<file path="src/rtl/txg_pkg.sv">
package txg_pkg;
  typedef enum logic [2:0] {
    ST_SLEEP = 3'd0,
    ST_WAIT  = 3'd1,
    ST_DELAY = 3'd2,
    ST_TX    = 3'd3,
    ST_FAIL  = 3'd4
  } txg_state_e;
endpackage

</file>
<file path="src/rtl/txg_tick_cnt.sv">
module txg_tick_cnt #(
  parameter int W = 8
) (
  input  logic         clk,
  input  logic         rst_n,
  input  logic         clr_i,
  input  logic         inc_i,
  output logic [W-1:0] cnt_o
);
  localparam logic [W-1:0] CNT_MAX = {W{1'b1}};

  always_ff @(posedge clk or negedge rst_n) begin
    if (!rst_n)     cnt_o <= '0;
    else if (clr_i) cnt_o <= '0;
    else if (inc_i) cnt_o <= cnt_o + 1'b1;
  end

  // the controller always leaves the counting states before the count can wrap
  p_no_wrap_r5: assert property (@(posedge clk) disable iff (!rst_n)
    (inc_i && !clr_i) |-> (cnt_o != CNT_MAX));
endmodule

</file>
<file path="src/rtl/txg_fsm.sv">
module txg_fsm
  import txg_pkg::*;
#(
  parameter int TIMEOUT_MS = 250,
  parameter int DELAY_MS   = 30,
  parameter int W          = 8
) (
  input  logic         clk,
  input  logic         rst_n,
  input  logic         wake_i,
  input  logic         pwr_good_i,
  input  logic         tick_i,
  input  logic         cfg_wait_i,
  input  logic         tx_done_i,
  input  logic [W-1:0] cnt_i,
  output logic         cnt_clr_o,
  output logic         cnt_inc_o,
  output logic         tx_start_o,
  output logic         fail_o,
  output logic         asleep_o
);
  localparam logic [W-1:0] TO_LAST = W'(TIMEOUT_MS - 1);
  localparam logic [W-1:0] DL_LAST = W'(DELAY_MS - 1);

  txg_state_e st, nxt;

  always_comb begin
    nxt = st;
    unique case (st)
      ST_SLEEP: if (wake_i) nxt = cfg_wait_i ? ST_WAIT : ST_DELAY;
      ST_WAIT: begin
        if (pwr_good_i)                      nxt = ST_TX;
        else if (tick_i && cnt_i == TO_LAST) nxt = ST_FAIL;
      end
      ST_DELAY: if (tick_i && cnt_i == DL_LAST) nxt = ST_TX;
      ST_TX:    if (tx_done_i) nxt = ST_SLEEP;
      ST_FAIL:  nxt = ST_SLEEP;
      default:  nxt = ST_SLEEP;
    endcase
  end

  always_ff @(posedge clk or negedge rst_n) begin
    if (!rst_n) begin
      st         <= ST_SLEEP;
      tx_start_o <= 1'b0;
      fail_o     <= 1'b0;
    end else begin
      st         <= nxt;
      tx_start_o <= (nxt == ST_TX)   && (st != ST_TX);
      fail_o     <= (nxt == ST_FAIL) && (st != ST_FAIL);
    end
  end

  assign cnt_clr_o = (st == ST_SLEEP);
  assign cnt_inc_o = tick_i && ((st == ST_WAIT) || (st == ST_DELAY));
  assign asleep_o  = (st == ST_SLEEP);

  // a gated start always follows a cycle with power good
  p_gated_needs_pg_r2: assert property (@(posedge clk) disable iff (!rst_n)
    (tx_start_o && $past(st) == ST_WAIT) |-> $past(pwr_good_i));
  // power good during the wait starts the transmitter next cycle
  p_pg_starts_r3: assert property (@(posedge clk) disable iff (!rst_n)
    (st == ST_WAIT && pwr_good_i) |=> tx_start_o);
  // a failure only follows the last tick of the window
  p_fail_at_limit_r4: assert property (@(posedge clk) disable iff (!rst_n)
    fail_o |-> ($past(cnt_i) == TO_LAST && $past(tick_i) && !$past(pwr_good_i)));
  // a fixed-delay start only follows the last delay tick
  p_delay_exact_r5: assert property (@(posedge clk) disable iff (!rst_n)
    (tx_start_o && $past(st) == ST_DELAY) |-> ($past(cnt_i) == DL_LAST && $past(tick_i)));
  // single-cycle start, busy until done
  p_start_pulse_r6: assert property (@(posedge clk) disable iff (!rst_n)
    tx_start_o |=> !tx_start_o);
  p_hold_tx_r6: assert property (@(posedge clk) disable iff (!rst_n)
    (st == ST_TX && !tx_done_i) |=> (st == ST_TX));
  // wake while awake does not clear the count
  p_wake_ignored_r7: assert property (@(posedge clk) disable iff (!rst_n)
    (st == ST_DELAY && wake_i && !tick_i && nxt == ST_DELAY) |=> $stable(cnt_i));
  // failure and start are exclusive
  p_excl_r10: assert property (@(posedge clk) disable iff (!rst_n)
    !(fail_o && tx_start_o));
  p_fail_pulse_r4: assert property (@(posedge clk) disable iff (!rst_n)
    fail_o |=> !fail_o);
endmodule

</file>
<file path="src/rtl/txg_ctrl.sv">
module txg_ctrl #(
  parameter int TIMEOUT_MS = 250,
  parameter int DELAY_MS   = 30
) (
  input  logic clk,
  input  logic rst_n,
  input  logic wake_i,
  input  logic pwr_good_i,
  input  logic tick_ms_i,
  input  logic cfg_wait_en_i,
  input  logic cfg_sleep_pin_en_i,
  input  logic tx_done_i,
  output logic tx_start_o,
  output logic fail_o,
  output logic sleep_o,
  output logic sleep_oe_o
);
  localparam int LIMIT = (TIMEOUT_MS > DELAY_MS) ? TIMEOUT_MS : DELAY_MS;
  localparam int W     = $clog2(LIMIT + 1);

  logic [W-1:0] cnt;
  logic         cnt_clr, cnt_inc, asleep;

  txg_tick_cnt #(.W(W)) u_cnt (
    .clk   (clk),
    .rst_n (rst_n),
    .clr_i (cnt_clr),
    .inc_i (cnt_inc),
    .cnt_o (cnt)
  );

  txg_fsm #(.TIMEOUT_MS(TIMEOUT_MS), .DELAY_MS(DELAY_MS), .W(W)) u_fsm (
    .clk        (clk),
    .rst_n      (rst_n),
    .wake_i     (wake_i),
    .pwr_good_i (pwr_good_i),
    .tick_i     (tick_ms_i),
    .cfg_wait_i (cfg_wait_en_i),
    .tx_done_i  (tx_done_i),
    .cnt_i      (cnt),
    .cnt_clr_o  (cnt_clr),
    .cnt_inc_o  (cnt_inc),
    .tx_start_o (tx_start_o),
    .fail_o     (fail_o),
    .asleep_o   (asleep)
  );

  assign sleep_oe_o = cfg_sleep_pin_en_i;
  assign sleep_o    = cfg_sleep_pin_en_i & asleep;

  // with the pin enabled, a wake from sleep drops the indicator next cycle
  p_wake_drops_pin_r8: assert property (@(posedge clk) disable iff (!rst_n)
    (cfg_sleep_pin_en_i && sleep_o && wake_i) ##1 cfg_sleep_pin_en_i |-> !sleep_o);
  // pin driver off when the option is off
  p_pin_off_r9: assert property (@(posedge clk) disable iff (!rst_n)
    !cfg_sleep_pin_en_i |-> (!sleep_oe_o && !sleep_o));
endmodule

</file>
<file path="config.mk">
export PLATFORM = sky130hd
export DESIGN_NAME = txg_ctrl
export DESIGN_NICKNAME = d
export VERILOG_FILES = /design/src/rtl/txg_pkg.sv /design/src/rtl/txg_tick_cnt.sv /design/src/rtl/txg_fsm.sv /design/src/rtl/txg_ctrl.sv
export SDC_FILE = /design/constraint.sdc
export NUM_CORES = 1
export LEC_CHECK = 0
export BUFFER_PORTS_ARGS = -buffer_cell sky130_fd_sc_hd__buf_2
export CAP_MARGIN = 30
export CORE_MARGIN = 4
export CORE_UTILIZATION = 52
export DETAILED_ROUTE_END_ITERATION = 8
export PLACE_DENSITY = 0.8
export SLEW_MARGIN = 40
export SYNTH_ARGS = -nofsm -noshare
export SYNTH_HDL_FRONTEND = slang
export SYNTH_SLANG_ARGS = --single-unit
</file>
<file path="constraint.sdc">
create_clock -name clk -period 2.4 [get_ports clk]
set_input_delay 0.48 -clock clk [delete_from_list [all_inputs] [get_ports clk]]
set_output_delay 0.48 -clock clk [all_outputs]
set_load 0.02 [all_outputs]
</file>
Word-level counts from Yosys, hierarchy flattened
Index checks and enable logic that the tools add are counted.
{"block": "word_totals", "reg_bits": 13, "latch_bits": 0, "mem_bits_rw": 0, "rom_bits": 0, "inputBits": 8, "output_inout_bits": 4, "wordCells": 32, "mem_count": 0}
{"block": "classes", "addsub": 1, "n_mul": 0, "div_mod_pow": 0, "magnitude_cmp": 0, "n_eq_ne": 9, "shifts": 0, "n_mux": 9, "n_bitwise": 1, "n_reduce_logical": 8}
{"operator": "$mux W8", "n": 2}
{"operator": "$mux W3", "n": 5}
{"operator": "$pmux W3 S4", "n": 1}
{"operator": "$eq A3 B2 Y1 const B", "n": 3}
{"operator": "$add A8 B1 Y8 const B", "n": 1}
{"operator": "$eq A8 B5 Y1 const B", "n": 1}
{"operator": "$eq A8 B8 Y1 const B", "n": 1}
{"operator": "$logic_and A1 B1 Y1", "n": 5}
{"operator": "$eq A3 B1 Y1 const B", "n": 1}
{"operator": "$eq A3 B3 Y1 const B", "n": 1}
{"operator": "$logic_not A3 Y1", "n": 1}
{"operator": "$ne A3 B2 Y1 const B", "n": 1}
{"operator": "$ne A3 B3 Y1 const B", "n": 1}
{"operator": "$mux W2", "n": 1}
{"operator": "$reduce_bool A2 Y1", "n": 1}
{"operator": "$and A1 B1 Y1", "n": 1}
{"operator": "$logic_or A1 B1 Y1", "n": 1}

Depth between registers and ports, before layout
{"block": "depth", "ltp_word": 7, "ltp_mapped": 6, "mapped_depth_nobuf": 6}

Hierarchy
Synthesis repeated with hierarchy kept, for this count alone.
{"block": "hier_totals", "hier_cells": 69, "area_unflattened_um2": 705.7}
{"mod": "txg_tick_cnt", "n_inst": 1, "cells_each": 37, "area_each_um2": 396.6, "seq_area_each_um2": 200.2}
{"mod": "txg_fsm", "n_inst": 1, "cells_each": 30, "area_each_um2": 295.3, "seq_area_each_um2": 125.1}
{"mod": "txg_ctrl", "n_inst": 1, "cells_each": 2, "area_each_um2": 13.8, "seq_area_each_um2": 0.0}

Worst setup path before layout
Ideal clock, no wire load.
{"block": "synth_timing", "path_kind": "reg2reg", "startpoint": "register u_fsm.st[0]", "endpoint": "register u_fsm.tx_start_o", "setup_time_ns": 0.067, "t_arrival_ns": 1.743, "path_slack_ns": 0.590, "stages_incl_launch_ff": 6, "cell_sequence": "dfrtp_1 > buf_6 > or4_1 > or4_1 > and3_1 > and3b_1"}
{"block": "synth_via", "elab_chain_cells": 5}
{"item": "from (decl)", "line_no": "txg_fsm.sv:25", "source": "txg_state_e st, nxt;"}
{"item": "from (signal assigned)", "line_no": "txg_fsm.sv:48", "source": "st <= nxt;"}
{"item": "$mux W3", "line_no": "txg_fsm.sv:33", "source": "else if (tick_i && cnt_i == TO_LAST) nxt = ST_FAIL;"}
{"item": "$mux W3", "line_no": "txg_fsm.sv:32", "source": "if (pwr_good_i) nxt = ST_TX;"}
{"item": "$pmux W3 S4", "line_no": "txg_fsm.sv:29", "source": "unique case (st)"}
{"item": "$eq A3 B2 Y1", "line_no": "txg_fsm.sv:49", "source": "tx_start_o <= (nxt == ST_TX) && (st != ST_TX);"}
{"item": "$logic_and A1 B1 Y1 *", "line_no": "txg_fsm.sv:49"}
{"item": "to (signal assigned)", "line_no": "txg_fsm.sv:49"}
{"item": "to (decl)", "line_no": "txg_fsm.sv:18", "source": "output logic tx_start_o,"}
Every way passes the cells marked *; elsewhere a longest branch is shown, timed or not.
A chain may end at the register's enable or synchronous reset.

Worst setup path after layout
{"block": "layout_timing", "startpoint": "register u_fsm.st[2]", "endpoint": "output port sleep_o"}
{"block": "layout_via", "elab_chain_cells": 2}
{"item": "$logic_not A3 Y1", "line_no": "txg_fsm.sv:56", "source": "assign asleep_o = (st == ST_SLEEP);"}
{"item": "$and A1 B1 Y1", "line_no": "txg_ctrl.sv:49", "source": "assign sleep_o = cfg_sleep_pin_en_i & asleep;"}
{"item": "to (decl)", "line_no": "txg_ctrl.sv:15", "source": "output logic sleep_o,"}
Every way passes these cells.

==> results.txt <==
----------------------------------------------------
[Clock tree]
  CTS tree ... yes
  Insertion delay of the later-clocked pin in the worst-skew pair ... 0.27 ns
  CTS root buffer ... clkbuf_4
  Total number of clock tree sinks ... 13
  Post-CTS Hold Buffers ... 0
  Number of buffers on the longest clock path ... 2
  Postcts setup bufs ... 0
  H-tree depth reported by CTS ... 1
  # resized after CTS ... 0
  Clk slew on worst S/H paths ... 0.08 ns
  Total CTS buffers ... 3

[Yosys]
  Synthesized netlist cell count ... 77
  Cell taking the most area after synthesis ... dfrtp_1
  Register bit total from synthesis ... 13
  Synthesis warning total ... 0
  Register area share after synthesis ... 44.9%
  Number of different library cells in the post-synthesis netlist ... 30
  Cell area after synthesis ... 724 um^2
  Syn avg cell area ... 9.41 um^2
  Syn nets ... 87
  Most area-consuming cells after synthesis ... dfrtp_1, xnor2_1, nor2_1
  Area share of the largest cell type after synthesis ... 44.9%

[Die]
  Die Y ... 45.3 um
  Io pins ... 12
  X dimension of the die ... 45.3 um
  Std cell rows ... 13
  Core area ... 1300 um^2
  Starting density of the core ... 55.7%
  Die area ... 2050 um^2

[Setup path]
  Cell chain of the critical path ... nor3_1 > buf_4 > and2_1 > buf_2
  Crit path buffers/inverters ... 2
  Worst endpoint required time ... 1.92 ns
  Worst Setup EP ... sleep_o
  Crit-path leading delay family ... flip-flops
  Crit path max-delay cell type ... dfrtp_1
  CP Class ... reg2out
  Critical Path Stages ... 4
  Worst R2R End ... u_fsm.tx_start_o
  Category of the worst setup path launch point ... flop
  Endpoint class of the critical path ... output pin
  R2r startpoint ... u_fsm.st[0]
  Slowest stage delay, CP ... 0.49 ns
  Start point of the critical path ... u_fsm.st[2]
  Arrival time of data at the critical path endpoint ... 1.42 ns
  Register-to-register setup slack ... 0.54 ns
  Number of cells traversed by the worst register-to-register path ... 4
  Maximum fanout count along the critical path ... 10

[Global routing]
  Global-route usage over all layers ... 15.5%
  Maximum number of pins on one net before global-route repair ... 14
  Global-route wire length before repair ... 2.34 mm
  Global-route congestion overflow total ... 0
  Via count of the first global-routing pass ... 569
  Antenna violations before repair ... 0

[Place]
  Number of port buffers ... 11
  Pre-CTS WS ... 0.568 ns
  Final weighted congestion in routability-driven placement ... 0.789
  Half-perimeter wire length after placement ... 1.01 mm
  Cell total after placement ... 100

[STA]
  Tcrit/Tclk final ... 79.2%
  Worst clock skew ... 0.00284 ns
  Setup violation total in the final timing report ... 0
  Summed negative setup slack over all endpoints ... 0 ns
  Worst Setup Slack, final ... 0.499 ns
  Time the final worst path needs with I/O delays and setup ... 1.90 ns
  RSZ-0062 raised after global routing ... no
  Fin. max-slew vios ... 0
  Measured slew at the worst slew-check pin ... 0.397 ns
  FMAX ... 0.526 GHz
  Max-Slew Margin vs Limit ... 73.3%
  Post-route worst hold slack ... 0.0764 ns
  Endpoints failing hold ... 0

[Drt]
  Residual antenna-violating net count after detailed routing ... 0
  Routed via count divided by cell count ... 5.62
  Number of optimization iterations in the first detailed-route pass ... 4
  Detailed Route WL ... 1.35 mm
  Count of vias placed by the detailed router ... 584
  Starting DRT DRC Count ... 18
  Drt drc ... 0
  Average wire per standard cell ... 13.0 um

[Outcome]
  Run status ... finished clean

[Power]
  Part of the power in the clock network ... 16.8%
  Largest voltage drop on the vdd net ... 508 uV
  Flop pwr share ... 43.6%
  Total power draw ... 798 uW
  Design internal power ... 474 uW
  Switching Fraction ... 40.6%
  Switching power ... 324 uW
  Combinational fraction of design power ... 39.6%
  Pwr Density ... 991 nW/um^2
  Leakage ... 0.000364 uW

[Layout]
  Fillcell total ... 124
  Area growth from synthesis to layout ... 11.1%
  Share of post-route cells with drive strength above 1 ... 16.9%
  Number of diodes ... 0
  Leading cell types in the layout, fill and taps excluded ... dfrtp_1, buf_2, nor2_1
  Nets ... 100
  Final Instance Count excl. Fillers ... 104
  Leading cell type in the layout, fill and taps excluded ... dfrtp_1

[Min path]
  Tightest Hold Check Type ... in2async

[Flow run]
  Max-cap violation count ... 0

----------------------------------------------------
-- worst min-delay path by stage --
stage	start	to	slack [ns]	cells past startpoint
finish	rst_n	u_fsm.st[1]	0.08	1
global route	rst_n	u_fsm.tx_start_o	0.09	1
CTS	rst_n	u_fsm.tx_start_o	0.09	1
detailed placement	rst_n	u_fsm.tx_start_o	0.38	1
global placement	rst_n	u_fsm.st[1]	0.38	1
floorplan	rst_n	u_cnt.cnt_o[0]	0.18	0
-- metrics by stage --
stage                     instance area (um^2)  util (%)
after global placement                     778      59.8
after detailed placement                   778      59.8
after floorplan                            724         -
final                                      805      61.8
after CTS                                  805      61.8
after global routing                       805      61.8
-- state kept, by name, summed over array words and instances, names as in the netlist --
register and flops:
u_cnt.cnt_o 8, u_fsm.tx_start_o 1, u_fsm.fail_o 1, u_fsm.st 3
-- worst reg2reg max path, cell delays in order (launching register included) --
cell and delay [ns]:
dfrtp_1 0.47, or4_1 0.48, or4_1 0.46, and3_1 0.20, and3b_1 0.20
-- synth_stat cells --
cell type,instances
a21boi_0,1
a21oi_1,4
a31oi_1,1
and2_1,1
and3_1,1
and3b_1,1
buf_2,1
buf_4,1
buf_6,1
clkbuf_1,1
dfrtp_1,13
ha_1,2
inv_1,5
nand2_1,4
nand3_1,2
nand3b_1,1
nand4_1,2
nand4b_1,1
nor2_1,9
nor2b_1,2
nor3_1,2
nor4_1,4
nor4b_1,2
o211ai_1,1
o21ai_0,1
o22a_1,2
o31ai_1,2
or2b_1,1
or4_1,2
xnor2_1,6
-- layout make-up --
class / instances / area (um^2) / share of cell area (%)
Tap cell: 15 / 18.8 / 2.33
Sequential cell: 13 / 325 / 40.4
Clock buffer: 4 / 26.3 / 3.27
Inverter: 5 / 18.8 / 2.33
Timing Repair Buffer: 12 / 62.6 / 7.78
Multi-Input combinational cell: 55 / 353 / 43.9
-- power by group through the flow --
stage / Sequential, uW / Clock (uW) / Combinational (uW)
2_1_floorplan: 316 / 0 / 279
3_3_place_gp: 345 / 0 / 312
3_5_place_dp: 351 / 0 / 314
4_1_cts: 346 / 135 / 317
5_1_grt: 360 / 146 / 356
6_report: 348 / 134 / 316
-- logic make-up after synthesis --
family                     count (synthesis)  synth area share, %
adders and majority gates                  2                 3.45
xor gates and xnor gates                   6                 7.25
DFF                                       13                 44.9
buffers and inverters                      9                 6.39
and+or+nand+nor                           35                 27.1
AOI/OAI and AO/OA                         12                 10.9
-- layer usage --
layer	vias to the layer above	track usage (%)	routed length (um)
li1	294	-	-
met1	265	20.7	607
met2	23	24.6	619
met3	2	2.39	106
met4	0	7.02	13
met5	-	0	0
Note: power is estimated with default switching activity, not from simulation.
